### config.mk
export PLATFORM = sky130hd
export DESIGN_NAME = pingpong_xfer
export DESIGN_NICKNAME = d
export VERILOG_FILES = /design/src/rtl/pp_pkg.sv /design/src/rtl/pp_cfg_regs.sv /design/src/rtl/pp_stage.sv /design/src/rtl/pp_walker.sv /design/src/rtl/pingpong_xfer.sv
export SDC_FILE = /design/constraint.sdc
export NUM_CORES = 1
export LEC_CHECK = 0
export BUFFER_PORTS_ARGS = -buffer_cell sky130_fd_sc_hd__buf_2
export CAP_MARGIN = 10
export CORE_ASPECT_RATIO = 2
export CORE_MARGIN = 2
export CORE_UTILIZATION = 31
export CTS_CLUSTER_DIAMETER = 100
export DETAILED_ROUTE_END_ITERATION = 8
export PLACE_DENSITY = 0.53
export SLEW_MARGIN = 20
export SYNTH_ARGS = -nofsm -noshare
export SYNTH_HDL_FRONTEND = slang
export SYNTH_SLANG_ARGS = --single-unit
### constraint.sdc
create_clock -name clk -period 3.8 [get_ports clk]
set_clock_uncertainty 0.05 [all_clocks]
set_input_delay 0.19 -clock clk [delete_from_list [all_inputs] [get_ports clk]]
set_output_delay 0.19 -clock clk [all_outputs]
set_load 0.02 [all_outputs]
### src/rtl/pp_pkg.sv
package pp_pkg;
  typedef enum logic [1:0] {
    SEL_BASE  = 2'd0,
    SEL_COUNT = 2'd1,
    SEL_CTRL  = 2'd2,
    SEL_CLEAR = 2'd3
  } cfg_sel_e;
endpackage

### src/rtl/pp_cfg_regs.sv
module pp_cfg_regs
  import pp_pkg::*;
#(
  parameter int AW = 16,
  parameter int NW = 8
) (
  input  logic          clk,
  input  logic          rst_n,
  input  logic          cfg_wr,
  input  logic [1:0]    cfg_sel,
  input  logic [AW-1:0] cfg_wdata,
  output logic [AW-1:0] base_nx,
  output logic [NW-1:0] count_nx,
  output logic          active,
  output logic          restart,
  output logic          irq_clr,
  output logic          ovr_clr
);
  logic [AW-1:0] base_q;
  logic [NW-1:0] count_q;
  logic          en_q, en_d;

  always_comb begin
    base_nx  = base_q;
    count_nx = count_q;
    en_d     = en_q;
    restart  = 1'b0;
    irq_clr  = 1'b0;
    ovr_clr  = 1'b0;
    if (cfg_wr) begin
      unique case (cfg_sel_e'(cfg_sel))
        SEL_BASE:  begin base_nx  = cfg_wdata;           restart = 1'b1; end
        SEL_COUNT: begin count_nx = cfg_wdata[NW-1:0];   restart = 1'b1; end
        SEL_CTRL:  begin en_d     = cfg_wdata[0];        restart = 1'b1; end
        SEL_CLEAR: begin irq_clr  = cfg_wdata[0]; ovr_clr = cfg_wdata[1]; end
        default:   ;
      endcase
    end
  end

  always_ff @(posedge clk or negedge rst_n) begin
    if (!rst_n) begin
      base_q  <= '0;
      count_q <= '0;
      en_q    <= 1'b0;
    end else if (cfg_wr) begin
      base_q  <= base_nx;
      count_q <= count_nx;
      en_q    <= en_d;
    end
  end

  assign active = en_q && (count_q != '0);
endmodule

### src/rtl/pp_stage.sv
module pp_stage #(
  parameter int DW = 16
) (
  input  logic          clk,
  input  logic          rst_n,
  input  logic          flush,
  input  logic          in_valid,
  input  logic [DW-1:0] in_data,
  input  logic          out_ready,
  input  logic          ovr_clr,
  output logic          out_valid,
  output logic [DW-1:0] out_data,
  output logic          fire,
  output logic          overrun
);
  logic          hv_q, hv_d, bv_q, bv_d, ovr_q, ovr_d, ovr_set;
  logic [DW-1:0] hd_q, hd_d, bd_q, bd_d;

  assign fire = hv_q && out_ready;

  always_comb begin
    hv_d    = hv_q;
    hd_d    = hd_q;
    bv_d    = bv_q;
    bd_d    = bd_q;
    ovr_set = 1'b0;
    if (flush) begin
      hv_d = 1'b0;
      bv_d = 1'b0;
    end else begin
      if (fire) begin
        hv_d = bv_q;
        hd_d = bd_q;
        bv_d = 1'b0;
      end
      if (in_valid) begin
        if (!hv_d) begin
          hv_d = 1'b1;
          hd_d = in_data;
        end else if (!bv_d) begin
          bv_d = 1'b1;
          bd_d = in_data;
        end else begin
          ovr_set = 1'b1;
        end
      end
    end
    ovr_d = (ovr_q && !ovr_clr) || ovr_set;
  end

  always_ff @(posedge clk or negedge rst_n) begin
    if (!rst_n) begin
      hv_q  <= 1'b0;
      bv_q  <= 1'b0;
      ovr_q <= 1'b0;
    end else begin
      hv_q  <= hv_d;
      bv_q  <= bv_d;
      ovr_q <= ovr_d;
    end
  end

  always_ff @(posedge clk) begin
    hd_q <= hd_d;
    bd_q <= bd_d;
  end

  assign out_valid = hv_q;
  assign out_data  = hd_q;
  assign overrun   = ovr_q;

  AST_HOLD_REQUEST: assert property (@(posedge clk) disable iff (!rst_n)
    hv_q && !out_ready && !flush |=> hv_q && $stable(out_data));
  AST_BUFFER_ORDER: assert property (@(posedge clk) disable iff (!rst_n)
    fire && bv_q && !flush |=> hv_q && (out_data == $past(bd_q)));
  AST_OVERRUN_STICKY: assert property (@(posedge clk) disable iff (!rst_n)
    ovr_q && !ovr_clr |=> ovr_q);
endmodule

### src/rtl/pp_walker.sv
module pp_walker #(
  parameter int AW = 16,
  parameter int NW = 8,
  parameter int DW = 16
) (
  input  logic          clk,
  input  logic          rst_n,
  input  logic          restart,
  input  logic [AW-1:0] base_nx,
  input  logic [NW-1:0] count_nx,
  input  logic [AW-1:0] base,
  input  logic [NW-1:0] count,
  input  logic          fire,
  input  logic          irq_clr,
  output logic [AW-1:0] ptr,
  output logic          irq,
  output logic          status
);
  localparam logic [AW-1:0] STEP = AW'(DW / 8);
  localparam logic [NW-1:0] LAST = NW'(1);

  logic [AW-1:0] ptr_q, ptr_d;
  logic [NW-1:0] cnt_q, cnt_d;
  logic          half_q, half_d, st_q, st_d, irq_q, irq_d, at_last;

  assign at_last = (cnt_q == LAST);

  always_comb begin
    ptr_d  = ptr_q;
    cnt_d  = cnt_q;
    half_d = half_q;
    st_d   = st_q;
    irq_d  = irq_q && !irq_clr;
    if (restart) begin
      ptr_d  = base_nx;
      cnt_d  = count_nx;
      half_d = 1'b0;
      st_d   = 1'b0;
    end else if (fire) begin
      if (at_last) begin
        cnt_d  = count;
        irq_d  = 1'b1;
        st_d   = !half_q;
        half_d = !half_q;
        ptr_d  = half_q ? base : ptr_q + STEP;
      end else begin
        cnt_d = cnt_q - LAST;
        ptr_d = ptr_q + STEP;
      end
    end
  end

  always_ff @(posedge clk or negedge rst_n) begin
    if (!rst_n) begin
      ptr_q  <= '0;
      cnt_q  <= '0;
      half_q <= 1'b0;
      st_q   <= 1'b0;
      irq_q  <= 1'b0;
    end else begin
      ptr_q  <= ptr_d;
      cnt_q  <= cnt_d;
      half_q <= half_d;
      st_q   <= st_d;
      irq_q  <= irq_d;
    end
  end

  assign ptr    = ptr_q;
  assign irq    = irq_q;
  assign status = st_q;

  AST_ADDR_STEP: assert property (@(posedge clk) disable iff (!rst_n)
    fire && !restart && !(at_last && half_q) |=> ptr_q == $past(ptr_q) + STEP);
  AST_FIRST_FULL: assert property (@(posedge clk) disable iff (!rst_n)
    fire && !restart && at_last && !half_q |=> st_q && irq_q);
  AST_SECOND_FULL: assert property (@(posedge clk) disable iff (!rst_n)
    fire && !restart && at_last && half_q |=> !st_q && irq_q);
  AST_WRAP_BASE: assert property (@(posedge clk) disable iff (!rst_n)
    fire && !restart && at_last && half_q |=> ptr_q == base);
  AST_IRQ_STICKY: assert property (@(posedge clk) disable iff (!rst_n)
    irq_q && !irq_clr |=> irq_q);
endmodule

### src/rtl/pingpong_xfer.sv
module pingpong_xfer #(
  parameter int AW = 16,
  parameter int DW = 16,
  parameter int NW = 8
) (
  input  logic          clk,
  input  logic          rst_n,
  input  logic          cfg_wr,
  input  logic [1:0]    cfg_sel,
  input  logic [AW-1:0] cfg_wdata,
  input  logic          res_valid,
  input  logic [DW-1:0] res_data,
  output logic          mem_valid,
  output logic [AW-1:0] mem_addr,
  output logic [DW-1:0] mem_data,
  input  logic          mem_ready,
  output logic          irq,
  output logic          blk_status,
  output logic          overrun
);
  localparam int SYNC_STAGES = 2;

  logic [SYNC_STAGES-1:0] rst_sync_q;
  logic                   rst_int_n;

  always_ff @(posedge clk or negedge rst_n) begin
    if (!rst_n) rst_sync_q <= '0;
    else        rst_sync_q <= {rst_sync_q[SYNC_STAGES-2:0], 1'b1};
  end
  assign rst_int_n = rst_sync_q[SYNC_STAGES-1];

  logic [AW-1:0] base_nx, base_q;
  logic [NW-1:0] count_nx, count_q;
  logic          active, restart, irq_clr, ovr_clr, fire;

  pp_cfg_regs #(.AW(AW), .NW(NW)) u_cfg (
    .clk(clk), .rst_n(rst_int_n), .cfg_wr(cfg_wr), .cfg_sel(cfg_sel),
    .cfg_wdata(cfg_wdata), .base_nx(base_nx), .count_nx(count_nx),
    .active(active), .restart(restart), .irq_clr(irq_clr), .ovr_clr(ovr_clr)
  );

  always_ff @(posedge clk or negedge rst_int_n) begin
    if (!rst_int_n) begin
      base_q  <= '0;
      count_q <= '0;
    end else if (restart) begin
      base_q  <= base_nx;
      count_q <= count_nx;
    end
  end

  pp_stage #(.DW(DW)) u_stage (
    .clk(clk), .rst_n(rst_int_n), .flush(restart),
    .in_valid(res_valid && active), .in_data(res_data),
    .out_ready(mem_ready), .ovr_clr(ovr_clr),
    .out_valid(mem_valid), .out_data(mem_data), .fire(fire), .overrun(overrun)
  );

  pp_walker #(.AW(AW), .NW(NW), .DW(DW)) u_walk (
    .clk(clk), .rst_n(rst_int_n), .restart(restart),
    .base_nx(base_nx), .count_nx(count_nx), .base(base_q), .count(count_q),
    .fire(fire), .irq_clr(irq_clr), .ptr(mem_addr), .irq(irq), .status(blk_status)
  );

  AST_IDLE_WHEN_OFF: assert property (@(posedge clk) disable iff (!rst_int_n)
    !active |-> !mem_valid);
  AST_RESTART_CLEARS: assert property (@(posedge clk) disable iff (!rst_int_n)
    restart |=> !blk_status && !mem_valid && (mem_addr == base_q));
endmodule

==> reports/summary.md, run 1 <==
The clock latency reported for the late side of the worst-skew pair was 0.35 ns. The post-synthesis cell type with the largest combined area is sky130_fd_sc_hd__dfrtp_1. The worst hold path belongs to the class primary input to flop. Dividing the detail-routed via count by the number of cells gives 5.153. Together, buffers and inverters on the worst path number 0. Across the run, the number of max-cap violations was 0. The switching fraction of total power works out to 0.3270. The count of fill cells added during filler insertion was 1633. The kind of critical path is flop to flop. Pin placement for this block handled 75 I/O pins.

The endpoint identified for the worst register-to-register timing path is u_walk.ptr[1]. The netlist uses 51 different library cells. The run gives 0 as the max-slew violation count.

0 antenna diodes ended up in the layout. Total power for the finished layout comes to 3.315 mW. Broken down by cell family, the worst path's largest delay share belongs to simple AND/OR/NAND/NOR gates. The tools report the launch point of the critical path as u_walk.cnt_q[2]. The length in cells of the worst reg-to-reg path is 4. Ranked by instance count, the synthesized netlist is headed by 80 x sky130_fd_sc_hd__dfrtp_1, 53 x sky130_fd_sc_hd__nor2_1, 36 x sky130_fd_sc_hd__nand2_1.

The flow ran to the end, and the final reports show no timing, DRC or antenna violations. The endpoint type of the worst setup path is a flop. The tree built by TritonCTS fans out to 112 sinks. The run gives 0.229 as the combinational fraction of design power. The number of global-route vias before repair was 3999; the delay of the slowest cell on the worst path was 0.77 ns.

The internal power of the cells totals 2.231 mW. The power density relative to cell area works out to 540.0 mW/mm^2. Clock edge transition at the registers on the reported setup and hold paths: 0.08 ns. The routability-driven placement congestion ratio was 0.7886. The tools report the power dissipated by switching net loads as 1.084 mW. After legalization and detailed placement, the total HPWL measured 9589 microns. The number of CTS-inserted buffers is 9, and the static leakage is 2.559 nW. The area inside the core boundary came out at 0.01619 sq mm. The startpoint identified for the worst register-to-register timing path is u_walk.cnt_q[2]. Setup repair after global routing left no endpoint under its margin. The number of cells on the worst hold path came out at 2.

The die is 185.4 microns tall. The logs give 0.5811 for the sequential cell area fraction in the yosys report and 0.494 for the share of power burned in registers. After synthesis, the cell types taking the most area are sky130_fd_sc_hd__dfrtp_1 39%, sky130_fd_sc_hd__edfxtp_1 19%, sky130_fd_sc_hd__mux2_2 5.3%.

The tools report the timing endpoint of the critical path as u_walk.ptr[1]. For the number of standard cells after synthesis, the log shows 461. In the final routed layout, each cell accounts on average for 17.77 microns. The most frequent cell after synthesis was sky130_fd_sc_hd__dfrtp_1. The period utilization was 0.6777. The clock period could shrink to 2.575 ns. The total track usage was 0.1582; the mean instance size in the synthesized netlist was 11.06 sq um. Static timing analysis puts the maximum clock frequency at 388.3 MHz. TritonCTS built the clock tree. For the maximum level of the CTS H-tree, the log shows 3. The root buffer cell is sky130_fd_sc_hd__clkbuf_16.

The critical path crosses 4 cells after its start point. The initial DRC count came out at 153. The area growth from synthesis to layout is 20.39%. The run gives 1.22 ns as the setup slack of the worst register-to-register path. Walking the worst path, the cells encountered are nor4_1 > nand4b_1 > a311o_1 > a21oi_1. Summing every instance area after synthesis gives 0.005099 sq mm.

Buffers placed on the I/O ports in this run total 74. The share of synthesized registers carrying an async set or reset came out at 0.7143. After synthesis the netlist holds a flip-flop and latch count of 112. The row count is 66, and the net count after synthesis is 503. Wires add up to 13380 microns. The logs give 2 for the maximum buffer depth of the clock tree and 0.4153 for the worst relative slew slack. In the synthesized netlist the dominant register cell turns out to be sky130_fd_sc_hd__dfrtp_1. The hold violation total from the final report is 0. The fraction of power consumed by the clock network was 0.277; the actual transition at the worst max-transition pin was 0.8725 ns. The worst-case IR drop observed on VDD is 219.4 uV. In the final timing run, aggregate negative setup slack is 0 ns. The final layout contains 586 nets.

For this run, design rule violations remaining after detail routing come to 0. The run gives 0 as the final-report setup violation count. For the wire length of the first global-routing pass, the log shows 20940 microns.

The width of the die works out to 94.69 microns. For the initial core utilization, the log shows 0.3150. The ratio of cells with drive above 1 in the final layout is 0.2350. Final hold analysis gives a worst-case slack of 0.02466 ns. The total iterations of the first detailed-routing run was 6. The area share of the largest cell type after synthesis was 0.3926; the maximum fanout along the worst path was 20. The run gives 3880 as the total via count in the routed design. On the critical path, the stage with the largest delay is an instance of sky130_fd_sc_hd__nand4b_1. The synthesized design contains 32 enable-type register cells.

Global routing finished with a remaining overflow of 0. The startpoint class of the critical path is a flop. The initial antenna violation count is 0, and the worst endpoint data arrival time is 2.80 ns. The tools report the count of yosys warnings during synthesis as 0. The floorplan step defined a die boundary enclosing 0.01755 sq mm.

Data on the critical path is required at its endpoint by 4.02 ns. The largest net degree at the start of global routing came out at 79. The count of nets left with antenna violations once routing finished came out at 0.
==> timing repair <==
action,in CTS,in global routing
hold buffers,17,0
hold endpoints to repair,18,0
gates resized for setup,0,0
buffers inserted,0,0
==> through the flow <==
| step | instance area (sq um) | cells | setup WS, ns | utilization |
|---|---|---|---|---|
| after floorplan | 5099 | 461 | 1.357 | - |
| after global placement | 5645 | 719 | 1.262 | 0.3488 |
| after detailed placement | 5653 | 719 | 1.261 | 0.3493 |
| after CTS | 6111 | 752 | 1.253 | 0.3776 |
| after global routing | 6138 | 753 | 1.048 | 0.3793 |
| final | 6138 | 753 | 1.225 | 0.3793 |
==> power by group through the flow <==
stage               combinational, mW  clock [mW]  sequential [mW]
finish                          0.760       0.919             1.64
global route                    0.844        1.00             1.66
CTS                             0.757       0.952             1.65
detailed placement              0.741           0             1.67
global placement                0.724           0             1.66
floorplan                       0.434           0             1.70
==> flip-flops by register name, summed over array words and instances (netlist names), 2 cells and up <==
signal,count
base_q,16
u_cfg.base_q,16
u_stage.bd_q,16
u_stage.out_data,16
u_walk.ptr,16
count_q,8
u_cfg.count_q,8
u_walk.cnt_q,8
rst_sync_q,2
==> layout by cell type (no fill, tap or decap), types with 3 or more instances in the layout <==
master / synthesis / final
sky130_fd_sc_hd__dfrtp_1: 80 / 79
sky130_fd_sc_hd__buf_2: 6 / 74
sky130_fd_sc_hd__nor2_1: 53 / 53
sky130_fd_sc_hd__nand2_1: 36 / 36
sky130_fd_sc_hd__edfxtp_1: 32 / 32
sky130_fd_sc_hd__o21ai_0: 26 / 26
sky130_fd_sc_hd__mux2_2: 24 / 24
sky130_fd_sc_hd__o21ai_1: 23 / 23
sky130_fd_sc_hd__mux2i_1: 17 / 17
sky130_fd_sc_hd__a21oi_1: 18 / 17
sky130_fd_sc_hd__dlygate4sd3_1: 0 / 17
sky130_fd_sc_hd__and2_1: 13 / 13
sky130_fd_sc_hd__a31oi_1: 12 / 12
sky130_fd_sc_hd__a21o_1: 11 / 11
sky130_fd_sc_hd__xor2_1: 11 / 11
sky130_fd_sc_hd__o22ai_1: 10 / 10
sky130_fd_sc_hd__clkbuf_16: 0 / 9
sky130_fd_sc_hd__nor3_1: 8 / 8
sky130_fd_sc_hd__nand3_1: 7 / 7
sky130_fd_sc_hd__nand4_1: 6 / 6
sky130_fd_sc_hd__inv_1: 5 / 5
sky130_fd_sc_hd__nor4_1: 5 / 5
sky130_fd_sc_hd__xnor2_1: 5 / 5
sky130_fd_sc_hd__buf_4: 1 / 5
sky130_fd_sc_hd__ha_1: 3 / 3
==> routing by layer <==
layer  wire [microns]  part of all wire  GRT usage
met1             5069              0.38     0.1633
met2             7493              0.56     0.2979
met3              408             0.030    0.02482
met4              406             0.030    0.08116
met5                0                 0          0
==> worst min path at each step <==
stage / from / endpoint
CTS: cfg_wdata[13] / u_cfg.base_q[13]
floorplan: rst_n / rst_sync_q[0]
global placement: rst_n / rst_sync_q[0]
detailed placement: rst_n / rst_sync_q[0]
finish: cfg_wdata[13] / u_cfg.base_q[13]
global route: cfg_wdata[13] / u_cfg.base_q[13]
==> layout make-up <==
class                      count  area, sq um  area share
clock buffer                   9        225.2     0.03669
sequential                   112         2967      0.4833
timing repair buffer          97        605.6     0.09865
clock inverter                 7        62.56     0.01019
tap                          204        255.2     0.04158
multi-input combinational    318         2001      0.3259
inverter                       6        22.52    0.003669
==> cells by family after synthesis <==
kind of cell | Yosys count | share of synthesized area
AOI/OAI and AO/OA | 109 | 0.1234
xor gates and xnor gates | 16 | 0.02748
adders and majority gates | 3 | 0.007363
and+or+nand+nor | 146 | 0.1404
muxes | 43 | 0.09080
DFF | 112 | 0.5811
buffers and inverters | 31 | 0.02871
other | 1 | 0.0007355
Power figures use the tool's default switching activity.
==> run 2: changes to the inputs <==
--- a/config.mk
+++ b/config.mk
@@ -12,7 +12,7 @@
 export CORE_UTILIZATION = 31
 export CTS_CLUSTER_DIAMETER = 100
 export DETAILED_ROUTE_END_ITERATION = 8
-export PLACE_DENSITY = 0.53
+export PLACE_DENSITY = 0.54
 export SLEW_MARGIN = 20
 export SYNTH_ARGS = -nofsm -noshare
 export SYNTH_HDL_FRONTEND = slang
==> constraint.sdc (replaced) <==
create_clock -name clk -period 2.2 [get_ports clk]
set_clock_uncertainty 0.05 [all_clocks]
set_input_delay 0.11 -clock clk [delete_from_list [all_inputs] [get_ports clk]]
set_output_delay 0.11 -clock clk [all_outputs]
set_load 0.02 [all_outputs]
==> reports/summary.md, run 2 (synthesis gave the netlist of run 1 again) <==
The actual transition at the worst max-transition pin works out to 0.7442 ns. The total iterations of the first detailed-routing run is 4. In the layout the commonest cells are 79 x sky130_fd_sc_hd__dfrtp_1, 74 x sky130_fd_sc_hd__buf_2, 53 x sky130_fd_sc_hd__nor2_1.

The worst relative slew slack is 0.5028, and the number of cells on the worst hold path is 2. Clock tree synthesis inserted a total of 9 buffers. The worst-case IR drop observed on VDD is 386.2 uV. Data on the critical path is required at its endpoint by 2.38 ns.

Global routing finished with a remaining overflow of 0. Setup violations remaining at the end of the flow were counted as 0. The logic depth of the worst setup path including buffers is 6, and the register area is 0.002964 sq mm. The maximum buffer depth of the clock tree was 2; the ratio of cells with drive above 1 in the final layout was 0.2465. The kind of critical path was flop to flop.

The H-tree generated during clock tree synthesis spans 3 levels. In this run the worst path has a maximum fanout of 6. The period utilization came out at 0.9481. The width of the die was 94.69 microns; the number of DRC violations after detailed routing was 0. HPWL reported at the end of detailed placement: 9655 microns. The initial core utilization was 0.3150; the count of nets after finishing was 609. The first global-routing pass estimated 21090 microns of wire.

The clock reaches the later pin of the worst-skew pair after 0.35 ns. Setup repair after global routing left no endpoint under its margin. The run gives 0.005791 sq mm as the cell area after placement. Startpoint class of the critical path: a flop. In this design, the largest share of critical-path delay is due to compound AO/OA/AOI/OAI gates.

For the total track usage, the log shows 0.1583. The routed design could run at a clock period as short as 2.086 ns. Traced cell by cell, the critical path runs through ha_1 > nor3b_2 > mux2_2 > a21oi_1 > a311oi_1 > a311o_1. The detailed router put a total of 5211 microns of wire on met1.

During placement, the flow inserted port buffers numbering 74. Summed over all nets, wire length on met2 after detailed routing comes to 7369 microns. Max-cap violations in this run came to 0. Summing all multi-input logic gate instances after layout gives 0.002007 sq mm. The initial antenna violation count is 0, and the routed length on met3 is 376 microns. Fill cells in the final layout number 1625. The total die area came out at 0.01755 sq mm. The run gives 0.3956 as the utilization after layout. The total area inside the core boundary comes to 0.01619 sq mm. The tools report the static leakage as 2.680 nW. Most frequent standard cell in the layout excluding fill and tap cells: sky130_fd_sc_hd__dfrtp_1. In this run the worst hold path is classified as primary input to flop.

Mean number of vias per cell: 4.934. In the final routed layout, each cell accounts on average for 17.30 microns. Measured along the y axis, the die boundary spans 185.4 microns.

In this run, placement finished with an instance count of 731. The tightest hold margin is 0.008861 ns, and the delay of the slowest cell on the worst path is 0.44 ns. After detailed routing, no signal wire sits above met4. At the end of routability-driven placement, the weighted congestion stood at 0.8282. The max-slew violation count was 0; the hold violation total from the final report was 0.

The worst endpoint data arrival time came out at 2.27 ns. The root buffer cell is sky130_fd_sc_hd__clkbuf_16. Power density relative to cell area: 928.9 mW/mm^2.

The master of the slowest instance on the critical path was sky130_fd_sc_hd__dfrtp_1. The routed layout has 3829 vias. CTS saw 112 sinks.

Compared with the post-synthesis result, the final layout area differs by 25.60%. The row count is 66, and the upper clock frequency limit is 479.4 MHz. The run gives 0 as the number of antenna diodes. The number of global-route vias before repair is 4060. The finished cells cover 0.006404 sq mm.

The total routed wirelength was 13430 microns. The endpoint type of the worst setup path is a flop. The post-route non-filler standard cell count is 776, and the count of buffer and inverter cells on the critical path is 0. TritonCTS built the clock tree. 75 I/O pins were placed. Clock-pin slew was measured on the worst setup and hold paths at 0.07 ns. For the antenna violation net count after detailed routing, the log shows 0. The initial DRC count is 231, and the length in cells of the worst reg-to-reg path is 6.

For the largest net degree at the start of global routing, the log shows 58. The flow ran to the end, and the final reports show no timing, DRC or antenna violations.
run 2: power breakdown:
part | switching, mW | leakage (nW) | total (mW) | internal [mW]
clock network | 0.767 | 0.150 | 1.77 | 0.999
registers | 0.289 | 1.26 | 2.80 | 2.51
logic | 0.790 | 1.27 | 1.38 | 0.594
total | 1.85 | 2.68 | 5.95 | 4.10
run 2: cell type report:
type,instances,area share
tap,204,0.03986
clock inverter,7,0.01465
clock buffer,9,0.03517
multi-input combinational,318,0.3134
sequential,112,0.4629
timing repair buffer,120,0.1305
inverter,6,0.003517
run 2: timing repair:
item                       in CTS  in global routing
pin swaps                       1                  0
setup buffers                   1                  0
gates cloned                    0                  0
hold endpoints to repair       29                  1
setup endpoints to repair      16                  1
resized for setup               0                  1
hold buffers                   27                  1
run 2: per-layer routing:
layer	track usage	up-vias
li1	-	1861
met5	0	-
met3	0.02116	23
met1	0.1680	1855
met4	0.07362	0
met2	0.2996	90
run 2: path summary, 6_finish.rpt:
path / startpoint / to / slack (ns)
worst max-delay path: u_walk.cnt_q[0] / u_walk.cnt_q[5] / 0.11
worst min-delay path: cfg_wdata[2] / u_cfg.count_q[2] / 0.009
worst max register to register: u_walk.cnt_q[0] / u_walk.cnt_q[5] / 0.11
worst min register to register: rst_sync_q[1] / u_cfg.base_q[9] / 0.20
max in group asynchronous: rst_sync_q[1] / base_q[2] / 1.20
min in group asynchronous: rst_n / rst_sync_q[0] / 0.02
run 2: metrics by stage:
| step | setup WS (ns) | TNS (ns) | total power [mW] |
|---|---|---|---|
| final | 0.1142 | 0 | 5.948 |
| after global routing | 0.01031 | 0 | 6.273 |
| after CTS | 0.1105 | 0 | 6.002 |
| after detailed placement | -0.01123 | -0.1561 | 4.197 |
| after global placement | 0.1152 | 0 | 4.149 |
| after floorplan | 0.1867 | 0 | 3.693 |
==> run 3: changes to the inputs <==
--- a/config.mk
+++ b/config.mk
@@ -16,4 +16,5 @@
 export SLEW_MARGIN = 20
 export SYNTH_ARGS = -nofsm -noshare
 export SYNTH_HDL_FRONTEND = slang
+export SYNTH_HIERARCHICAL = 1
 export SYNTH_SLANG_ARGS = --single-unit
==> reports/summary.md, run 3 <==
The worst setup path is of the flop to flop kind. For this run, the post-layout net count is 599. The sequential cell area fraction in the yosys report was 0.5128; the mean number of vias per cell was 5.033.

In the layout the commonest cells are 79 x sky130_fd_sc_hd__dfrtp_1, 74 x sky130_fd_sc_hd__buf_2, 67 x sky130_fd_sc_hd__mux2_2. The switching fraction of total power was 0.3021; the clock latency reported for the late side of the worst-skew pair was 0.35 ns. The first routing iteration left 194 violations. The tools report the root buffer cell as sky130_fd_sc_hd__clkbuf_16. The post-route non-filler standard cell count is 778, and the area inside the core boundary is 0.01831 sq mm. Static leakage: 2.978 nW. The period utilization came out at 0.9211. The finished cells cover 0.006959 sq mm. Summing internal, switching and leakage power gives 6.042 mW.

The max-slew violation count was 0. Most frequent cell after synthesis: sky130_fd_sc_hd__dfrtp_1. The flow ran to the end, and the final reports show no timing, DRC or antenna violations.

Share of synthesized registers carrying an async set or reset: 0.7143. In the post-synthesis netlist, the biggest area contributors are sky130_fd_sc_hd__dfrtp_1 35%, sky130_fd_sc_hd__edfxtp_1 17%, sky130_fd_sc_hd__mux2_2 13%. The run gives 112 as the count of clock tree sinks. The width of the die was 100.5 microns. Detailed placement finished with a half-perimeter wire length of 9359 microns. Once detail routing completed, the nets flagged for antenna violations numbered 0.

During I/O placement, the number of pins put on the boundary was 75. After filler insertion, the fill cell instance count of the layout stands at 1778. The final-report setup violation count came out at 0. 0 antenna diodes ended up in the layout. The number of nets in the synthesized netlist is 496.

For the number of CTS-inserted buffers, the log shows 9. The startpoint identified for the worst register-to-register timing path is u_cfg/count_q[6]. The hold violation total from the final report was 0; the maximum fanout along the worst path was 16.

The ratio of cells with drive above 1 in the final layout works out to 0.3950. Setup repair after global routing left no endpoint under its margin. For this design the total switching power over the nets is 1.825 mW. For flop-to-flop paths, the worst setup slack is 0.17 ns. For the worst setup path, the data arrival time is 2.08 ns.

Post-synthesis cell type with the largest combined area: sky130_fd_sc_hd__dfrtp_1. Hold path startpoint: cfg_wdata[6]. The run gives 4.217 mW as the internal power summed over all cells.

Clock edge transition at the registers on the reported setup and hold paths: 0.07 ns. Worst min-delay path class: primary input to flop. After detailed placement, the design holds a cell count of 734. The run gives 0.262 as the fraction of power consumed by the clock network.

The leftover overflow at the end of global routing is 0, and the actual transition at the worst max-transition pin is 0.6498 ns. The area share of the largest cell type after synthesis came out at 0.3465. After floorplanning, the core was divided into 70 placement rows. STA classifies the critical path endpoint as a flop.

Relative to the synthesized area, the layout overhead comes to 20.44%. The tools report the total routed wirelength as 13270 microns. The total track usage was 0.1396. The worst path needs 2.026 ns of the cycle, external delays included.

The total via count in the routed design was 3916; the tightest hold margin was 0.02453 ns. The total die area is 0.01981 sq mm. The most used flip-flop cell after synthesis is sky130_fd_sc_hd__dfrtp_1. The number of cells on the worst hold path is 2, and the final routed wire length divided by cell count is 17.06 microns. Routability-driven placement finished with a final weighted congestion of 0.7842.

Timing would allow up to 493.5 MHz. At the worst endpoint, the required time is 2.25 ns. In this run, distinct cell masters in the synthesized netlist total 57. The number of DRC violations after detailed routing is 0. The critical register-to-register path endpoint is u_stage/out_data[15]. The run gives 0 as the total of max-cap violations.

For hold timing, the worst endpoint is u_cfg/base_q[6]. The logs give 21530 microns for the wire length of the first global-routing pass and 2 for the maximum buffer depth of the clock tree. The number of global-route vias before repair came out at 4076.

Power density relative to cell area: 868.3 mW/mm^2. TritonCTS built the clock tree. The worst-case IR drop observed on VDD is 375.5 uV.

The mean instance size in the synthesized netlist is 12.73 sq um. STA classifies the critical path startpoint as a flop. The run gives 0.5652 as the worst relative slew slack.

For the initial antenna violation count, the log shows 0. Entering global routing, the biggest net connects 47 pins. The most frequent standard cell in the layout excluding fill and tap cells is sky130_fd_sc_hd__dfrtp_1. The total negative setup slack is 0 ns. Combinational fraction of design power: 0.265. The tools report the count of yosys warnings during synthesis as 6.

The height of the die was 197.1 microns; the length in cells of the worst reg-to-reg path was 5. The share of power burned in registers is 0.473, and the number of synthesized flops with an enable pin is 32. The total iterations of the first detailed-routing run is 4.

The maximum level of the CTS H-tree was 3. The synthesized area was 0.005778 sq mm. For the number of setup buffers added after CTS, the log shows 0. Synthesis handed over a netlist of 454 instances.

The commonest cells after synthesis are 80 x sky130_fd_sc_hd__dfrtp_1, 67 x sky130_fd_sc_hd__mux2_2, 36 x sky130_fd_sc_hd__mux2_4. Summing all placed instances gives a cell area of 0.006390 sq mm. The initial core utilization is 0.3157. The number of storage elements in the synthesis netlist was 112.

Buffers placed on the I/O ports in this run total 74.
-- run 3: worst max-delay path by stage --
| stage | startpoint | end | slack, ns | cells after the start |
|---|---|---|---|---|
| after CTS | u_cfg/count_q[6] | u_stage/out_data[5] | 0.005 | 5 |
| after global routing | u_walk/cnt_q[1] | u_walk/ptr[9] | 0.03 | 7 |
| after global placement | u_cfg/count_q[6] | u_stage/out_data[5] | 0.04 | 5 |
| after detailed placement | u_cfg/count_q[6] | u_stage/out_data[5] | 0.04 | 5 |
| final | u_cfg/count_q[6] | u_stage/out_data[15] | 0.17 | 5 |
| after floorplan | cfg_wr | u_stage/bd_q[0] | 0.17 | 4 |
-- run 3: area by class of cell --
| cell class | count | area (sq um) | area share |
|---|---|---|---|
| Timing Repair Buffer | 116 | 780.7 | 0.1122 |
| Tap cell | 216 | 270.3 | 0.03883 |
| Sequential cell | 112 | 2967 | 0.4263 |
| Inverter | 9 | 33.78 | 0.004854 |
| Clock buffer | 13 | 260.3 | 0.03740 |
| Clock inverter | 3 | 16.27 | 0.002337 |
| Multi-Input combinational cell | 309 | 2631 | 0.3781 |
-- run 3: what timing repair did --
item,4_1_cts,5_1_grt
setup endpoints to repair,0,17
hold buffers,28,0
endpoints found under the hold margin,32,0
gates resized for setup,0,2
-- run 3: per-stage QoR --
| stage | worst slack [ns] | util |
|---|---|---|
| floorplan | 0.1712 | - |
| global placement | 0.04452 | 0.3491 |
| detailed placement | 0.03695 | 0.3491 |
| CTS | 0.005039 | 0.3795 |
| global route | 0.03078 | 0.3802 |
| finish | 0.1735 | 0.3802 |
-- run 3: power groups by stage --
stage	Clock [mW]	Combinational, mW	Sequential (mW)
final	1.58	1.60	2.86
after global routing	1.72	1.76	2.92
after CTS	1.64	1.62	2.86
after detailed placement	0	1.57	2.90
after global placement	0	1.54	2.88
after floorplan	0	1.03	2.98
-- run 3: cells by family after synthesis --
group                    synth area share
multiplexers                       0.2315
adder cells (fa/ha/maj)          0.006497
AO/OA/AOI/OAI                     0.07709
other                           0.0006490
AND/OR/NAND/NOR                    0.1089
buffers and inverters             0.03681
flip-flops                         0.5128
XOR/XNOR                          0.02577
-- run 3: metal layers --
metal  global-route usage  routed length [microns]  share of wire  vias to the layer above
met2               0.2521                     7136           0.54                       85
met1               0.1628                     5484           0.41                     1958
li1                     -                        -              -                     1860
met4              0.04921                      199          0.015                        0
met5                    0                        0              0                        -
met3              0.02477                      452          0.034                       13
-- run 3: worst max-delay path, stage by stage, from the launching register on --
cell	delay (ns)
sky130_fd_sc_hd__dfrtp_1	0.40
sky130_fd_sc_hd__nor4_2	0.33
sky130_fd_sc_hd__a21boi_0	0.13
sky130_fd_sc_hd__and2_1	0.21
sky130_fd_sc_hd__o21ai_4	0.26
sky130_fd_sc_hd__mux2_2	0.40
